==> config.mk <==
export PLATFORM = sky130hd
export DESIGN_NAME = i2c_bus_err_det
export DESIGN_NICKNAME = d
export VERILOG_FILES = /design/src/rtl/i2c_bed_pkg.sv /design/src/rtl/i2c_bed_cond.sv /design/src/rtl/i2c_bed_bitcnt.sv /design/src/rtl/i2c_bed_errctl.sv /design/src/rtl/i2c_bus_err_det.sv
export SDC_FILE = /design/constraint.sdc
export NUM_CORES = 1
export LEC_CHECK = 0
export ABC_AREA = 1
export BUFFER_PORTS_ARGS = -buffer_cell sky130_fd_sc_hd__buf_4
export CAP_MARGIN = 0
export CORE_AREA = 10 10 47 49
export CTS_CLUSTER_DIAMETER = 120
export CTS_CLUSTER_SIZE = 20
export DETAILED_ROUTE_END_ITERATION = 12
export DIE_AREA = 0 0 57 59
export PLACE_DENSITY = 0.67
export RECOVER_POWER = 25
export SETUP_SLACK_MARGIN = 0.1
export SYNTH_ARGS = -nofsm -noshare
export SYNTH_HDL_FRONTEND = slang
export SYNTH_SLANG_ARGS = --single-unit
==> constraint.sdc <==
create_clock -name clk -period 2.3 [get_ports clk]
set_clock_uncertainty 0.1 [all_clocks]
set_input_delay 0.575 -clock clk [delete_from_list [all_inputs] [get_ports clk]]
set_output_delay 0.575 -clock clk [all_outputs]
set_load 0.01 [all_outputs]
==> src/rtl/i2c_bed_pkg.sv <==
package i2c_bed_pkg;

  typedef enum logic [1:0] {
    PH_IDLE = 2'b00,
    PH_ADDR = 2'b01,
    PH_DATA = 2'b10,
    PH_ACK  = 2'b11
  } phase_e;

  localparam int unsigned STAT_W      = 8;
  localparam logic [7:0]  STAT_BUSERR = 8'h00;
  localparam logic [7:0]  STAT_NOINFO = 8'hF8;

endpackage

==> src/rtl/i2c_bed_cond.sv <==
module i2c_bed_cond (
  input  logic clk,
  input  logic rst,
  input  logic scl_s,
  input  logic sda_s,
  output logic start_c,
  output logic stop_c,
  output logic scl_rise
);

  logic scl_q;
  logic sda_q;

  // the previous level resets to the idle-bus value, so reset makes no edge
  always_ff @(posedge clk) begin
    if (rst) begin
      scl_q <= 1'b1;
      sda_q <= 1'b1;
    end else begin
      scl_q <= scl_s;
      sda_q <= sda_s;
    end
  end

  always_comb begin
    start_c  = scl_q & scl_s & sda_q & ~sda_s;
    stop_c   = scl_q & scl_s & ~sda_q & sda_s;
    scl_rise = ~scl_q & scl_s;
  end

endmodule

==> src/rtl/i2c_bed_bitcnt.sv <==
module i2c_bed_bitcnt #(
  parameter int unsigned FRAME_BITS = 9,
  localparam int unsigned CNT_W = $clog2(FRAME_BITS)
) (
  input  logic             clk,
  input  logic             rst,
  input  logic             scl_rise,
  input  logic             frame_on,
  input  logic             restart,
  output logic [CNT_W-1:0] pos
);

  localparam logic [CNT_W-1:0] LAST = CNT_W'(FRAME_BITS - 1);

  always_ff @(posedge clk) begin
    if (rst || !frame_on || restart) begin
      pos <= '0;
    end else if (scl_rise) begin
      pos <= (pos == LAST) ? '0 : pos + 1'b1;
    end
  end

endmodule

==> src/rtl/i2c_bed_errctl.sv <==
module i2c_bed_errctl #(
  parameter int unsigned SW = 8,
  parameter logic [SW-1:0] ERR_CODE  = '0,
  parameter logic [SW-1:0] IDLE_CODE = '1
) (
  input  logic          clk,
  input  logic          rst,
  input  logic          start_c,
  input  logic          stop_c,
  input  logic          involved,
  input  logic          frame_on,
  input  logic          irq_clr,
  output logic          err_hold,
  output logic          force_nas,
  output logic          stat_wr,
  output logic [SW-1:0] stat_data,
  output logic          irq
);

  logic hit;

  always_comb begin
    hit = (start_c | stop_c) & involved & frame_on & ~err_hold;
  end

  always_ff @(posedge clk) begin
    if (rst) begin
      err_hold  <= 1'b0;
      force_nas <= 1'b0;
      stat_wr   <= 1'b0;
      stat_data <= IDLE_CODE;
      irq       <= 1'b0;
    end else begin
      force_nas <= hit;
      stat_wr   <= hit;
      if (hit) begin
        err_hold  <= 1'b1;
        irq       <= 1'b1;
        stat_data <= ERR_CODE;
      end else if (irq_clr) begin
        err_hold  <= 1'b0;
        irq       <= 1'b0;
        stat_data <= IDLE_CODE;
      end
    end
  end

endmodule

==> src/rtl/i2c_bus_err_det.sv <==
module i2c_bus_err_det
  import i2c_bed_pkg::*;
#(
  parameter int unsigned FRAME_BITS = 9,
  localparam int unsigned CNT_W = $clog2(FRAME_BITS)
) (
  input  logic              clk,
  input  logic              rst,
  input  logic              scl_s,
  input  logic              sda_s,
  input  logic              involved,
  input  logic [1:0]        phase,
  input  logic              irq_clr,
  output logic              sda_rel,
  output logic              scl_rel,
  output logic              force_nas,
  output logic              stat_wr,
  output logic [STAT_W-1:0] stat_data,
  output logic              irq,
  output logic [CNT_W-1:0]  bit_pos
);

  logic start_c;
  logic stop_c;
  logic scl_rise;
  logic frame_on;
  logic err_hold;

  always_comb begin
    frame_on = (phase_e'(phase) != PH_IDLE);
  end

  i2c_bed_cond u_cond (
    .clk      (clk),
    .rst      (rst),
    .scl_s    (scl_s),
    .sda_s    (sda_s),
    .start_c  (start_c),
    .stop_c   (stop_c),
    .scl_rise (scl_rise)
  );

  i2c_bed_bitcnt #(.FRAME_BITS(FRAME_BITS)) u_bitcnt (
    .clk      (clk),
    .rst      (rst),
    .scl_rise (scl_rise),
    .frame_on (frame_on),
    .restart  (start_c | stop_c),
    .pos      (bit_pos)
  );

  i2c_bed_errctl #(
    .SW        (STAT_W),
    .ERR_CODE  (STAT_BUSERR),
    .IDLE_CODE (STAT_NOINFO)
  ) u_errctl (
    .clk       (clk),
    .rst       (rst),
    .start_c   (start_c),
    .stop_c    (stop_c),
    .involved  (involved),
    .frame_on  (frame_on),
    .irq_clr   (irq_clr),
    .err_hold  (err_hold),
    .force_nas (force_nas),
    .stat_wr   (stat_wr),
    .stat_data (stat_data),
    .irq       (irq)
  );

  always_comb begin
    sda_rel = err_hold;
    scl_rel = err_hold;
  end

endmodule

==> results, run 1 <==
- Entering global routing, the biggest net connects 7 pins.
- The via count of the first global-routing pass came to 429.
- The count of placed standard cells including taps is 101.
- The number of antenna violations at the first check in global routing is 0.
- The number of buffers and inverters on the critical path is 1.
- The number of violations reported at the end of detailed-routing iteration 0 is 14.
- For this design the ratio of total power to cell area is 513 nW/um2.
- The mean area per synthesized cell is 7.11 um2.
- The total of hold buffers inserted after clock tree synthesis is 0.
- The remaining antenna violation count after routing is 0.
- After synthesis the cells add up to 512 um2.
- The final critical-path share of the clock period is 64.7%.
- Setup slack closes at 812 ps.
- The buffer depth of the longest clock path is 2.
- Across the run, the number of max-cap violations was 0.
- The most common cell after layout, fill and taps aside is buf_4.
- The final-layout fill cell count is 158.
- STA puts the critical path data arrival time at 810 ps.
- During I/O placement, the number of pins put on the boundary was 25.
- The sequential cell area fraction in the yosys report is 35.2%.
- The critical path in this run is classified as reg -> out.
- In the final layout, the share of cells above drive strength 1 is 31.5%.
- Prior to clock tree synthesis, the placed netlist has a worst setup slack of 939 ps.
- The total negative slack is 0 ps.
- The area of the die is 3360 um2.
- The total routing usage reported by global routing is 7.01%.
- Measured along the x axis, the die boundary spans 57 um.
- The number of warnings printed during yosys synthesis is 0.
- The CTS root buffer is clkbuf_4.
- Ranked by total cell area, the synthesized netlist is headed by dfxtp_1, buf_4, nand2_1.
- The initial core utilization is 36.5%.
- The via-per-instance ratio is 4.31.
- The routed wire length per instance is 10.8 um.
- CTS built an H-tree with a depth of 1.
- Once the clock tree was built, the resizer swapped 0 gates to a different size.
- The post-CTS setup repair buffer count is 0.
- In this design, the stage delay of the slowest critical-path cell is 400 ps.
- The relative area change from synthesis to final layout is 25.4%.
- The first-pass GRT wire length is 1920 um.
- The final count of negative-setup-slack endpoints is 0.
- The aggregate global routing overflow is 0.
- In the layout the commonest cells are buf_4, nand2_1, inv_1.
- The number of buffers added on ports is 21.
- The highest fanout seen on the critical path is 6.
- In this design, the largest share of critical-path delay is due to flip-flops.
- STA puts the critical path data required time at 1620 ps.
- The flip-flop and latch area is 180 um2.
- The worst register-to-register path has a setup slack of 1080 ps.
- The antenna diode count is 0.
- In the final layout, the multi-input gates occupy 213 um2.
- After clock tree synthesis, the clock-pin slew on the worst setup and hold paths is 60 ps.
- The flow ran to the end, and the final reports show no timing, DRC or antenna violations.
- The total of flip-flops plus latches after synthesis is 9.
- The number of distinct standard cells referenced by the synthesized netlist is 17.
- The highest-delay cell along the critical path is dfxtp_1.
- The detailed-placement wirelength estimate is 961 um.
- Once layout is complete, the cells apart from fillers number 105.
- The floorplan step set the die height to 59 um.
- At the end of routability-driven placement, the weighted congestion stood at 0.736.
- The area of the core is 1400 um2.
- The worst ir drop on vdd is 240 uV.
- The minimum period implied by the final worst setup slack is 1490 ps.
- Summed over its instances, the top area cell type makes up 35.2% of the synthesized netlist area.
- The number of standard cells after synthesis is 72.
- The number of rows created at floorplan is 14.
- For this block, the via count after detailed routing is 453.
- In this run the static leakage power is 0.333 nW.
- The upper clock frequency limit is 0.672 GHz.
- The clock reaches the later pin of the worst-skew pair after 260 ps.
- The TritonCTS clock tree is yes.
- The first detailed-routing pass ran for 4 iterations.
- The kind of path behind the tightest hold check is in -> reg.
- The post-synthesis cell type with the largest combined area is dfxtp_1.
- The number of max-slew violations in the final report is 0.
- The nature of the critical path endpoint is an output pin.
- In the routed design, unresolved DRC markers number 0.
- Wires add up to 1140 um.
- The number of hold violations in the final report came to 0.
- The clock net sink count is 9.
- The type of element launching the critical path is a flop.
- Setup repair after global routing left no endpoint under its margin.
- At the end of the flow, the number of nets in the layout was 100.
- Buffers inserted during clock tree synthesis total 3.
- The signal on the critical path passes through buf_4.
worst paths after layout:
check / start / depth (start not counted) / to
hold reg to reg: u_bitcnt.pos[1] / 2 / u_bitcnt.pos[1]
setup / recovery: u_errctl.stat_data[6] / 1 / stat_data[4]
hold / removal: sda_s / 3 / u_cond.sda_q
setup reg to reg: u_bitcnt.pos[0] / 7 / u_bitcnt.pos[3]
metal layers:
metal / GRT usage (%) / part of all wire [%] / vias to the layer above / wire [um]
met4: 4.03 / 0.88 / 0 / 10
li1: - / - / 238 / -
met5: 0 / 0 / - / 0
met2: 9.61 / 38 / 27 / 427
met3: 3.65 / 12 / 2 / 133
met1: 8.48 / 50 / 186 / 563
synth_stat cells:
| cell type | count |
|---|---|
| nand2_1 | 17 |
| inv_1 | 12 |
| buf_4 | 10 |
| dfxtp_1 | 9 |
| nor2_1 | 5 |
| nand3_1 | 3 |
| nor2_2 | 3 |
| a21oi_1 | 2 |
| ha_1 | 2 |
| nand3_2 | 2 |
| conb_1 | 1 |
| inv_2 | 1 |
| nand4_1 | 1 |
| nor3_1 | 1 |
| o21ai_1 | 1 |
| o21bai_1 | 1 |
| xor2_1 | 1 |
sequential cells by signal, indices dropped and copies added (netlist names):
signal,flops
u_errctl.stat_data,1
u_bitcnt.pos,4
u_errctl.force_nas,1
u_cond.scl_q,1
u_errctl.irq,1
u_cond.sda_q,1
per-stage QoR:
step | total power [mW] | hold slack (ps) | cell area (um2) | util [%]
floorplan | 0.199 | 414 | 519 | -
global placement | 0.214 | 398 | 622 | 44.4
detailed placement | 0.214 | 415 | 622 | 44.4
CTS | 0.337 | 411 | 648 | 46.3
global route | 0.348 | 431 | 642 | 45.8
finish | 0.330 | 412 | 642 | 45.8
layout make-up:
| type | count | share of cell area [%] |
|---|---|---|
| Multi-Input combinational cell | 42 | 33.1 |
| Sequential cell | 9 | 28.1 |
| Timing Repair Buffer | 21 | 24.0 |
| Inverter | 13 | 7.60 |
| Clock buffer | 4 | 4.09 |
| Tap cell | 16 | 3.12 |
report_power, final:
| part | total [mW] | switching, mW | internal, mW |
|---|---|---|---|
| clock network | 0.121 | 0.0539 | 0.0668 |
| registers | 0.164 | 0.00380 | 0.160 |
| logic | 0.0449 | 0.0240 | 0.0209 |
cells by family after synthesis:
family	after synthesis	share of synthesized area (%)
xor gates and xnor gates	1	1.71
AOI/OAI and AO/OA	4	4.40
DFF	9	35.2
adders and majority gates	2	4.89
and+or+nand+nor	32	28.9
other	1	0.733
buffers and inverters	23	24.2
No activity file was read; power rests on OpenSTA's default activity.
==> run 2: changes to the inputs <==
clock period = 1.5 ns   (was 2.3 ns; I/O delays follow)
==> results, run 2 (synthesized netlist as in run 1, its figures left out) <==
- Status: finished, final reports clean (unchanged).
- The delay of the slowest critical-path stage is 410 ps (was 400 ps).
- The detailed-placement wirelength estimate is 990 um (was 961 um).
- The power per cell area is 790 nW/um2 (was 513 nW/um2).
- The kind of path behind the tightest hold check is in -> reg (unchanged).
- The worst hold path startpoint is sda_s (unchanged).
- The total routing usage reported by global routing came to 7.35% (was 7.01%).
- The register with the most flip-flops is u_bitcnt.pos (unchanged).
- The final count of negative-setup-slack endpoints was 0 (unchanged).
- The clock net sink count is 9 (unchanged).
- The post-route total power was 503 uW (was 330 uW).
- The upper clock frequency limit is 0.773 GHz.
- The clock transition at the registers of the reported paths is 60 ps (about the same).
- The number of hold violations in the final report is 0 (unchanged).
- The buffer depth of the longest clock path is 2 (unchanged).
- The first-pass detailed-route iteration total is 2 (was 4).
- The smallest clock period supported by the final layout is computed as 1290 ps.
- The required time of the worst setup path is 1020 ps (was 1620 ps).
- The final RePlAce weighted congestion came to 0.738 (was 0.736).
- The most common cell after layout, fill and taps aside is buf_4 (unchanged).
- The type of element launching the critical path is a flop (unchanged).
- The post-CTS setup repair buffer count was 0 (unchanged).
- The post-detailed-route DRC marker count was 0 (unchanged).
- The total of hold buffers inserted after clock tree synthesis is 0 (unchanged).
- The remaining antenna violation count after routing is 0 (unchanged).
- The launching instance or port of the critical path is u_bitcnt.pos[0] (was u_errctl.stat_data[6]).
- The highest fanout seen on the critical path is 5 (was 6).
- The final critical-path share of the clock period is 86.2%.
- The via count is 446 (was 453).
- The initial core utilization is 36.5% (unchanged).
- The internal power was 379 uW (was 248 uW).
- Most frequent cells in the layout: buf_4, nand2_1, inv_1 (unchanged).
- CP cell instances: buf_4 (unchanged).
- The H-tree depth reported by CTS came to 1 (unchanged).
- The max-cap violation count is 0 (unchanged).
- RSZ-0062 raised after global routing: no (unchanged).
- The number of antenna violations at the first check in global routing is 0 (unchanged).
- The largest net degree at the start of global routing came to 7 (unchanged).
- The net switching fraction of the power is 24.6% (was 24.8%).
- The switching component of the power is 124 uW (was 81.8 uW).
- The final design instance area without fill is 637 um2 (was 642 um2).
- The number of buffers and inverters on the critical path is 1 (unchanged).
- The number of violations reported at the end of detailed-routing iteration 0 is 2 (was 14).
- The relative area change from synthesis to final layout is 24.4% (was 25.4%).
- The via count of the first global-routing pass is 474 (was 429).
- The share of final-layout standard cells stronger than drive strength 1 is 30.3% (was 31.5%).
- The number of buffers added on ports is 21 (unchanged).
- The flip-flop count of the largest register after layout is 4 (unchanged).
- The antenna diode count is 0 (unchanged).
- The number of rows created at floorplan is 14 (unchanged).
- The area of the die came to 3360 um2 (unchanged).
- The sequential share of power is 50.0% (was 49.7%).
- The number of buffers created by CTS is 3 (unchanged).
- The worst ir drop on vdd is 363 uV (was 240 uV).
- The aggregate global routing overflow came to 0 (unchanged).
- The vertical extent of the die was 59 um (unchanged).
- The data arrival at the endpoint of the critical path was 820 ps (was 810 ps).
- The I/O pin total is 25 (unchanged).
- The highest-delay cell along the critical path is dfxtp_1 (unchanged).
- The total negative slack is 0 ps (unchanged).
- The area of the core is 1400 um2 (unchanged).
- The kind of cell with the highest combined delay on the critical path was flip-flops (unchanged).
- The later-pin clock latency in the skew report is 250 ps (was 260 ps).
- The TritonCTS clock tree is yes (unchanged).
- The via-per-instance ratio is 4.25 (was 4.31).
- The overall routed net length was 1170 um (was 1140 um).
- The CTS root buffer is clkbuf_4 (unchanged).
- The critical register-to-register path startpoint is u_bitcnt.pos[0] (unchanged).
- The quantity of gates resized following cts came to 0 (unchanged).
- The clock network fraction of total power is 36.6% (about the same).
- The kind of critical path was reg -> out (unchanged).
- The post-detailed-placement cell area was 622 um2 (unchanged).
- The share of the core filled with cells was 45.4% (was 45.8%).
- The number of nets in the layout came to 100 (unchanged).
- The routed wire length per instance is 11.1 um (was 10.8 um).
- The cell leakage power is 0.331 nW (was 0.333 nW).
- The width of the chip was 57 um (unchanged).
- The part of the power in combinational logic is 13.4% (was 13.6%).
- The first-pass GRT wire length came to 2040 um (was 1920 um).
- The nature of the critical path endpoint is an output pin (unchanged).
- The number of max-slew violations in the final report is 0 (unchanged).
==> run 2: path summary, 6_finish.rpt <==
path                          end  slack [ps]  cells past startpoint
setup / recovery       bit_pos[0]         210                      1
setup reg to reg  u_bitcnt.pos[3]         290                      7
hold / removal       u_cond.sda_q         210                      3
hold reg to reg   u_bitcnt.pos[1]         430                      2
==> run 2: worst reg2reg max path: stages (launching register included) <==
cell,delay (ps)
dfxtp_1,410
inv_1,70
ha_1,190
nand2_1,60
inv_1,40
nand3_1,80
nand3_2,110
nor2_1,100
==> run 2: power by group through the flow <==
stage	Sequential, mW	Clock (mW)	Combinational [mW]
after global placement	0.256	0	0.0703
after global routing	0.253	0.205	0.0767
final	0.251	0.184	0.0674
after floorplan	0.258	0	0.0474
after detailed placement	0.257	0	0.0713
after CTS	0.251	0.195	0.0716
==> run 2: through the flow <==
stage | cells | hold slack (ps) | setup WS, ps
finish | 105 | 214 | 206
global route | 105 | 232 | 157
CTS | 105 | 205 | 190
detailed placement | 101 | 414 | 289
global placement | 101 | 395 | 307
floorplan | 74 | 362 | 333
==> run 2: area by class of cell <==
type | instances | area [um2]
sequential | 9 | 180
fill | 157 | 764
clock buffer | 4 | 26.3
multi-input combinational | 42 | 208
tap | 16 | 20.0
timing repair buffer | 21 | 154
inverter | 13 | 48.8
==> run 2: per-layer routing <==
layer | track usage (%) | vias to the layer above | part of all wire (%)
li1 | - | 236 | -
met1 | 8.46 | 189 | 47
met2 | 10.5 | 21 | 40
met3 | 4.08 | 0 | 13
met4 | 4.03 | 0 | 0
met5 | 0 | - | 0
==> run 3: changes to the inputs <==
GPL_TIMING_DRIVEN = 0   (was not set)
==> results, run 3 (synthesized netlist as in run 1, its figures left out) <==
- Status: finished, final reports clean (unchanged).
- The max-cap violation count is 0 (unchanged).
- The worst slack after detailed placement is 275 ps (was 289 ps).
- The area of the core is 1400 um2 (unchanged).
- The post-CTS setup repair buffer count is 0 (unchanged).
- The highest-delay cell along the critical path was dfxtp_2 (was dfxtp_1).
- The area of the die is 3360 um2 (unchanged).
- The via count of the first global-routing pass is 483 (was 474).
- The kind of path behind the tightest hold check is in -> reg (unchanged).
- The upper clock frequency limit was 0.751 GHz (was 0.773 GHz).
- The minimum period implied by the final worst setup slack was 1330 ps (was 1290 ps).
- The I/O pin total is 25 (unchanged).
- The routed wire length per instance was 10.5 um (was 11.1 um).
- The number of buffers added on ports was 21 (unchanged).
- The number of cells traversed by the worst register-to-register path was 7 (unchanged).
- The capturing element of the worst setup path was stat_data[5] (was bit_pos[0]).
- The total of hold buffers inserted after clock tree synthesis was 0 (unchanged).
- The number of hold violations in the final report was 0 (unchanged).
- The number of nets in the layout is 110 (was 100).
- The remaining antenna violation count after routing is 0 (unchanged).
- The required time of the worst setup path was 1020 ps (about the same).
- The relative area change from synthesis to final layout is 39.6% (was 24.4%).
- The cell leakage power is 0.380 nW (was 0.331 nW).
- The post-detailed-route DRC marker count is 0 (unchanged).
- The final RePlAce weighted congestion is 0.746 (was 0.738).
- The via-per-instance ratio is 4.18 (was 4.25).
- The nature of the critical path endpoint is an output pin (unchanged).
- The number of buffers and inverters on the critical path was 2 (was 1).
- The final count of negative-setup-slack endpoints is 0 (unchanged).
- The buffer depth of the longest clock path was 2 (unchanged).
- The depth of the critical timing path with buffers and inverters included was 2 (was 1).
- The quantity of gates resized following cts is 1 (was 0).
- The highest fanout seen on the critical path is 6 (was 5).
- The final-layout fill cell count was 154 (was 157).
- The number of max-slew violations in the final report is 0 (unchanged).
- The TritonCTS clock tree is yes (unchanged).
- The share of final-layout standard cells stronger than drive strength 1 is 39.4% (was 30.3%).
- The type of element launching the critical path is a flop (unchanged).
- Most frequent cells in the layout: buf_4, nand2_1, inv_1 (unchanged).
- The total routing usage reported by global routing is 7.45% (was 7.35%).
- The H-tree depth reported by CTS is 1 (unchanged).
- The share of the core filled with cells came to 51.0% (was 45.4%).
- The flip-flop count of the largest register after layout is 4 (unchanged).
- The overall routed net length is 1210 um (was 1170 um).
- The final critical-path share of the clock period is 88.8% (was 86.2%).
- The first-pass detailed-route iteration total was 4 (was 2).
- The clock transition at the registers of the reported paths is 60 ps (about the same).
- The via count is 481 (was 446).
- The worst ir drop on vdd is 514 uV (was 363 uV).
- The width of the chip came to 57 um (unchanged).
- The slack of the critical path is 168 ps (was 206 ps).
- The slack of the worst reg-to-reg path was 260 ps (was 290 ps).
- The CTS root buffer is clkbuf_4 (unchanged).
- The most common cell after layout, fill and taps aside is buf_4 (unchanged).
- The power per cell area came to 720 nW/um2 (was 790 nW/um2).
- CP cell instances: buf_4 -> buf_4 (was buf_4).
- The initial core utilization came to 36.5% (unchanged).
- The number of buffers created by CTS came to 3 (unchanged).
- The later-pin clock latency in the skew report came to 250 ps (about the same).
- The vertical extent of the die is 59 um (unchanged).
- The antenna diode count is 0 (unchanged).
- The critical register-to-register path startpoint is u_bitcnt.pos[0] (unchanged).
- The total negative slack is 0 ps (unchanged).
- The number of antenna violations at the first check in global routing is 0 (unchanged).
- The aggregate global routing overflow came to 0 (unchanged).
- The detailed-placement wirelength estimate is 1040 um (was 990 um).
- The launching instance or port of the critical path is u_errctl.stat_data[6] (was u_bitcnt.pos[0]).
- The worst hold slack is 214 ps (about the same).
- The number of cells on the worst hold path is 3 (unchanged).
- The first-pass GRT wire length is 2000 um (was 2040 um).
- The clock net sink count is 9 (unchanged).
- The capture point of the worst reg-to-reg path is u_bitcnt.pos[3] (unchanged).
- The kind of critical path is reg -> out (unchanged).
- The register with the most flip-flops is u_bitcnt.pos (unchanged).
- The number of violations reported at the end of detailed-routing iteration 0 came to 4 (was 2).
- The data arrival at the endpoint of the critical path is 860 ps (was 820 ps).
- The kind of cell with the highest combined delay on the critical path is flip-flops (unchanged).
- The cell that appears most often on the critical path is buf_4.
- The largest net degree at the start of global routing is 7 (unchanged).
- RSZ-0062 raised after global routing: no (unchanged).
- The number of rows created at floorplan is 14 (unchanged).
- The delay of the slowest critical-path stage was 340 ps (was 410 ps).
[run 3: changes by cell type in the layout (fill, tap and decap cells not counted)]
cell     previous run  this run
dfxtp_2             0         2
dfxtp_1             9         7
buf_4              20        30
o21ai_1             0         1
o21ai_0             1         0
[run 3: where the power goes]
| group | leakage (nW) | switching [mW] | total, mW | internal (mW) |
|---|---|---|---|---|
| clock network | 0.0150 | 0.0781 | 0.180 | 0.102 |
| registers | 0.0734 | 0.00605 | 0.252 | 0.246 |
| logic | 0.292 | 0.0385 | 0.0820 | 0.0435 |
[run 3: metrics by stage]
stage | instance area [um2] | total power [mW] | std cells
after floorplan | 519 | 0.305 | 74
after global placement | 697 | 0.341 | 111
after detailed placement | 697 | 0.343 | 111
after CTS | 724 | 0.527 | 115
after global routing | 714 | 0.549 | 115
final | 714 | 0.514 | 115
[run 3: how the worst min path moves through the flow]
stage,from,to,slack [ps]
global placement,u_errctl.irq,u_errctl.irq,390
detailed placement,u_errctl.irq,u_errctl.irq,400
floorplan,scl_s,u_cond.scl_q,360
CTS,sda_s,u_cond.sda_q,210
global route,sda_s,u_cond.sda_q,230
finish,sda_s,u_cond.sda_q,210
[run 3: tightest hold or removal path, stage by stage]
cell	delay [ps]
buf_4	80
inv_1	40
nand2_1	40
[run 3: layout make-up]
type / instances / area [um2] / share of cell area (%)
plain buffers: 10 / 75.1 / 10.5
clock buffers: 4 / 26.3 / 3.68
inverters: 13 / 48.8 / 6.83
multi-input cells: 42 / 208 / 29.1
flip-flops and latches: 9 / 183 / 25.6
well taps: 16 / 20.0 / 2.80
repair buffers: 21 / 154 / 21.5
[run 3: metal layers]
layer / routed length [um] / vias up / global-route usage, %
met3: 124 / 2 / 3.22
met1: 589 / 200 / 8.75
met4: 16 / 0 / 5.03
li1: - / 258 / -
met5: 0 / - / 0
met2: 477 / 21 / 10.7
